**src/rtl/tcu_pkg.sv**
```systemverilog
package tcu_pkg;
  typedef enum logic [1:0] {
    CLS_JUMP = 2'd0,
    CLS_CMP  = 2'd1,
    CLS_TEST = 2'd2,
    CLS_IDLE = 2'd3
  } cls_e;

  typedef enum logic [1:0] {
    MOD_KEEP = 2'd0,
    MOD_ZERO = 2'd1,
    MOD_FLIP = 2'd2,
    MOD_ONES = 2'd3
  } mod_e;

  localparam int COND_W = 3;
endpackage

```
**src/rtl/tcu_signed_cmp.sv**
```systemverilog
module tcu_signed_cmp #(
  parameter int WORD_W = 36
) (
  input  logic [WORD_W-1:0] a_i,
  input  logic [WORD_W-1:0] b_i,
  output logic              less_o,
  output logic              equal_o
);
  always_comb begin
    less_o  = $signed(a_i) < $signed(b_i);
    equal_o = (a_i == b_i);
  end
endmodule

```
**src/rtl/tcu_cond_eval.sv**
```systemverilog
module tcu_cond_eval
  import tcu_pkg::*;
(
  input  logic              less_i,
  input  logic              equal_i,
  input  logic [COND_W-1:0] cond_i,
  output logic              hit_o
);
  logic base;
  // low two bits pick false/less/equal/less-or-equal; top bit negates
  always_comb begin
    unique case (cond_i[1:0])
      2'd0:    base = 1'b0;
      2'd1:    base = less_i;
      2'd2:    base = equal_i;
      default: base = less_i | equal_i;
    endcase
    hit_o = base ^ cond_i[COND_W-1];
  end
endmodule

```
**src/rtl/tcu_field_mod.sv**
```systemverilog
module tcu_field_mod
  import tcu_pkg::*;
#(
  parameter int WORD_W = 36
) (
  input  logic [WORD_W-1:0] reg_i,
  input  logic [WORD_W-1:0] operand_i,
  input  logic              half_sel_i,
  input  logic [1:0]        mode_i,
  output logic              sel_zero_o,
  output logic [WORD_W-1:0] reg_o
);
  localparam int HALF_W = WORD_W / 2;

  logic [HALF_W-1:0] mask;
  logic [WORD_W-1:0] full_mask;

  assign mask = operand_i[HALF_W-1:0];

  generate
    if (2 * HALF_W == WORD_W) begin : g_even
      assign full_mask = half_sel_i ? {{HALF_W{1'b0}}, mask}
                                    : {mask, {HALF_W{1'b0}}};
    end else begin : g_odd
      assign full_mask = half_sel_i ? {{(WORD_W-HALF_W){1'b0}}, mask}
                                    : {mask, {(WORD_W-HALF_W){1'b0}}};
    end
  endgenerate

  always_comb begin
    sel_zero_o = ((reg_i & full_mask) == '0);
    unique case (mod_e'(mode_i))
      MOD_ZERO: reg_o = reg_i & ~full_mask;
      MOD_FLIP: reg_o = reg_i ^ full_mask;
      MOD_ONES: reg_o = reg_i | full_mask;
      default:  reg_o = reg_i;
    endcase
  end
endmodule

```
**src/rtl/tcu_branch_unit.sv**
```systemverilog
module tcu_branch_unit
  import tcu_pkg::*;
#(
  parameter int WORD_W = 36
) (
  input  logic [1:0]        cls_i,
  input  logic [2:0]        cond_i,
  input  logic              half_sel_i,
  input  logic [1:0]        mod_mode_i,
  input  logic [WORD_W-1:0] reg_val_i,
  input  logic [WORD_W-1:0] operand_i,
  output logic              jump_taken_o,
  output logic              skip_next_o,
  output logic [WORD_W-1:0] reg_out_o
);
  cls_e              cls;
  logic [WORD_W-1:0] cmp_rhs;
  logic              cmp_less, cmp_equal;
  logic              sel_zero;
  logic [WORD_W-1:0] test_reg;
  logic              use_less, use_equal;
  logic              hit;

  assign cls = cls_e'(cls_i);

  // one comparator serves both jump (against zero) and compare classes
  assign cmp_rhs = (cls == CLS_JUMP) ? '0 : operand_i;

  tcu_signed_cmp #(.WORD_W(WORD_W)) u_cmp (
    .a_i     (reg_val_i),
    .b_i     (cmp_rhs),
    .less_o  (cmp_less),
    .equal_o (cmp_equal)
  );

  tcu_field_mod #(.WORD_W(WORD_W)) u_mod (
    .reg_i      (reg_val_i),
    .operand_i  (operand_i),
    .half_sel_i (half_sel_i),
    .mode_i     (mod_mode_i),
    .sel_zero_o (sel_zero),
    .reg_o      (test_reg)
  );

  // test class has no ordering: "less" is never true there
  always_comb begin
    if (cls == CLS_TEST) begin
      use_less  = 1'b0;
      use_equal = sel_zero;
    end else begin
      use_less  = cmp_less;
      use_equal = cmp_equal;
    end
  end

  tcu_cond_eval u_cond (
    .less_i  (use_less),
    .equal_i (use_equal),
    .cond_i  (cond_i),
    .hit_o   (hit)
  );

  always_comb begin
    jump_taken_o = (cls == CLS_JUMP) & hit;
    skip_next_o  = ((cls == CLS_CMP) | (cls == CLS_TEST)) & hit;
    reg_out_o    = (cls == CLS_TEST) ? test_reg : reg_val_i;
  end
endmodule

```
**config.mk**
```make
export PLATFORM = sky130hd
export DESIGN_NAME = tcu_branch_unit
export DESIGN_NICKNAME = d
export VERILOG_FILES = /design/src/rtl/tcu_pkg.sv /design/src/rtl/tcu_signed_cmp.sv /design/src/rtl/tcu_cond_eval.sv /design/src/rtl/tcu_field_mod.sv /design/src/rtl/tcu_branch_unit.sv
export SDC_FILE = /design/constraint.sdc
export NUM_CORES = 1
export LEC_CHECK = 0
export BUFFER_PORTS_ARGS = -buffer_cell sky130_fd_sc_hd__buf_2
export CORE_MARGIN = 2
export CORE_UTILIZATION = 50
export DETAILED_ROUTE_END_ITERATION = 6
export PLACE_DENSITY = 0.85
export SLEW_MARGIN = 30
export SYNTH_ARGS = -nofsm -noshare
export SYNTH_HDL_FRONTEND = slang
export SYNTH_SLANG_ARGS = --single-unit
```
**constraint.sdc**
```tcl
create_clock -name vclk -period 16.7
set_clock_uncertainty 0.05 [all_clocks]
set_input_delay 4.175 -clock vclk [all_inputs]
set_output_delay 4.175 -clock vclk [all_outputs]
set_load 0.02 [all_outputs]
```
==> metrics.txt <==
Seq Cell Count=0; final net count=roughly 870; Buf/Inv on CP=3; total grt overflow=0; DR pass1 iterations=5; final WL=around 12000 µm; synthesized area=slightly above 4000 µm²; antenna violations before repair=0; Storage cell area=0 µm²; area post-placement=between 4000 and 5000 µm²; final non-filler cell area=between 4000 and 5000 µm²; site row count=33; Period minus WS final=between 10 and 15 ns; worst vdd ir=about 0.013 mV; postcts setup bufs=0; Routed Antenna Nets=0; Post-Syn Area per Cell=between 7 and 8 µm²; Die ar.=roughly 9000 µm²; CP cell instances=buf_2 > inv_1 > ha_2 > nand2b_1 > ha_1 > nand4_2 > or4_4 > and4b_1 > a211o_2 > nor4b_1 > or3_1 > and3_1 > buf_2; CP Max Fanout=37; WP data required=12.48 ns; worst slew pin tran=slightly above 0.9 ns; delay of the slowest critical-path stage=approximately 0.57 ns; Ant. Diodes=0; Synthesized Nets=between 700 and 800; Yosys Warn Count=0; WHS Endpoint=reg_out_o[0]; RSZ-0062 raised after global routing=false; starting density of the core=between 50% and 60%; Min-Delay Path Depth=3; IO buf count=about 120; family with the most delay on the worst path=simple AND/OR/NAND/NOR gates; detailed placement HPWL=a little over 9000 µm; synth cell count leaders=146 x ha_1, 90 x inv_1, 72 x a22o_1; Core Area=a little over 8000 µm²; share of layout cells above drive strength 1=about a fifth; Die Y=approximately 95 µm; setup TNS=0 ns; Slew HR=about two fifths; Stages on worst setup path=13; vias in the first global route=4235; largest area contributor in the netlist=ha_1; Pleak=approximately 2.9 nW; Remaining DRCs=0; min-delay src=reg_val_i[0]; Global Route Usage Sum=~26%; sequential fraction of the synthesis area=0%; Hold Path Class=in2out; dominant cells by area after synthesis=ha_1 44%, a22o_1 15%, inv_1 8.2%; Hold-fix buffers, CTS=0; CP Data Arrival Time=7.20 ns; crit end category=output pin; hold slack=between 8 and 9 ns; most used cell, CP=buf_2; Setup Crit Path Kind=in2out; Setup violations, final=0; final hold viol count=0; vias post-DR=~4300; Power Density=between 20 and 30 nW/µm²; WL/cell=15.7 µm; Worst path slowest cell=or4_4; RePlAce Congestion=0.917; die width=approximately 95 µm; Max Freq=~90 MHz; first-pass GRT wire length=between 15000 and 20000 µm; most numerous cell in the Yosys netlist=ha_1; run status=finished, final reports clean; Final Cycle Share=between 60 and 70%; Synth Instances=approximately 550; clk_buf instances=0; Resize count post-CTS=0; IO Count=about 120; vias per inst=between 5 and 6; largest net degree at the start of global routing=61; area delta synth->final=15.7%; Synth top area share=between 40% and 50%; Yosys cell types=31; Slew Limit Fails=0; Max Cap Viol=0; First DRT Iteration DRCs=roughly 260; Setup crit start kind=input port
-- worst max path at each step --
stage	startpoint	to	slack, ns
floorplan	cls_i[0]	jump_taken_o	5.56
global placement	cls_i[0]	jump_taken_o	5.16
detailed placement	cls_i[0]	skip_next_o	4.95
CTS	cls_i[0]	skip_next_o	4.96
global route	cls_i[0]	skip_next_o	5.03
finish	cls_i[0]	skip_next_o	5.27
-- cell type report --
| class | count | area (µm²) |
|---|---|---|
| fillers | 763 | 3330 |
| well taps | 105 | 131 |
| inverters | 90 | 338 |
| multi-input cells | 429 | 3680 |
| repair buffers | 121 | 613 |
-- cells by family after synthesis --
logic type	Yosys count	synth area share [%]
AND/OR/NAND/NOR	144	18.9
buffers and inverters	120	10.9
adder cells (fa/ha/maj)	146	44.4
AO/OA/AOI/OAI	125	22.4
multiplexers	14	3.40
-- report_power, final --
group	switching (mW)	internal (mW)
combinational	0.0744	0.0526
sequential	0	0
clock	0	0
-- cells in the final DEF (no fill, tap or decap), drive strengths merged, types with 2 or more instances in the layout --
| master | synthesis | routed |
|---|---|---|
| a21oi | 37 | 37 |
| a221oi | 3 | 3 |
| a22o | 73 | 73 |
| and3 | 2 | 2 |
| buf | 0 | 121 |
| ha | 146 | 146 |
| inv | 90 | 90 |
| mux2i | 14 | 14 |
| nand2 | 30 | 30 |
| nand2b | 53 | 53 |
| nand3 | 3 | 3 |
| nand4 | 8 | 8 |
| nor2 | 26 | 26 |
| nor2b | 2 | 2 |
| nor3 | 4 | 4 |
| nor4 | 7 | 7 |
| nor4b | 2 | 2 |
| o21ai | 9 | 9 |
| or4 | 2 | 2 |
-- tightest hold or removal path, delay by kind of cell --
family          cells  cell delay (ns)
compound gates      1             0.13
buf+inv             2             0.27
-- through the flow --
step | setup slack, ns | utilization, % | cells | power, mW
5_1_grt | 5.03 | 58.9 | 745 | 0.142
3_3_place_gp | 5.16 | 58.8 | 745 | 0.118
2_1_floorplan | 5.56 | - | 549 | 0.0822
4_1_cts | 4.96 | 58.8 | 745 | 0.126
3_5_place_dp | 4.95 | 58.8 | 745 | 0.125
6_report | 5.27 | 58.9 | 745 | 0.127
-- layer usage --
layer / share of wire [%] / vias to the layer above / track usage, %
li1: - / 2076 / -
met1: 43 / 2041 / 31.8
met2: 48 / 176 / 48.0
met3: 7.4 / 16 / 1.68
met4: 1.5 / 0 / 5.68
met5: 0 / - / 0
(Power assumes the default switching activity.)
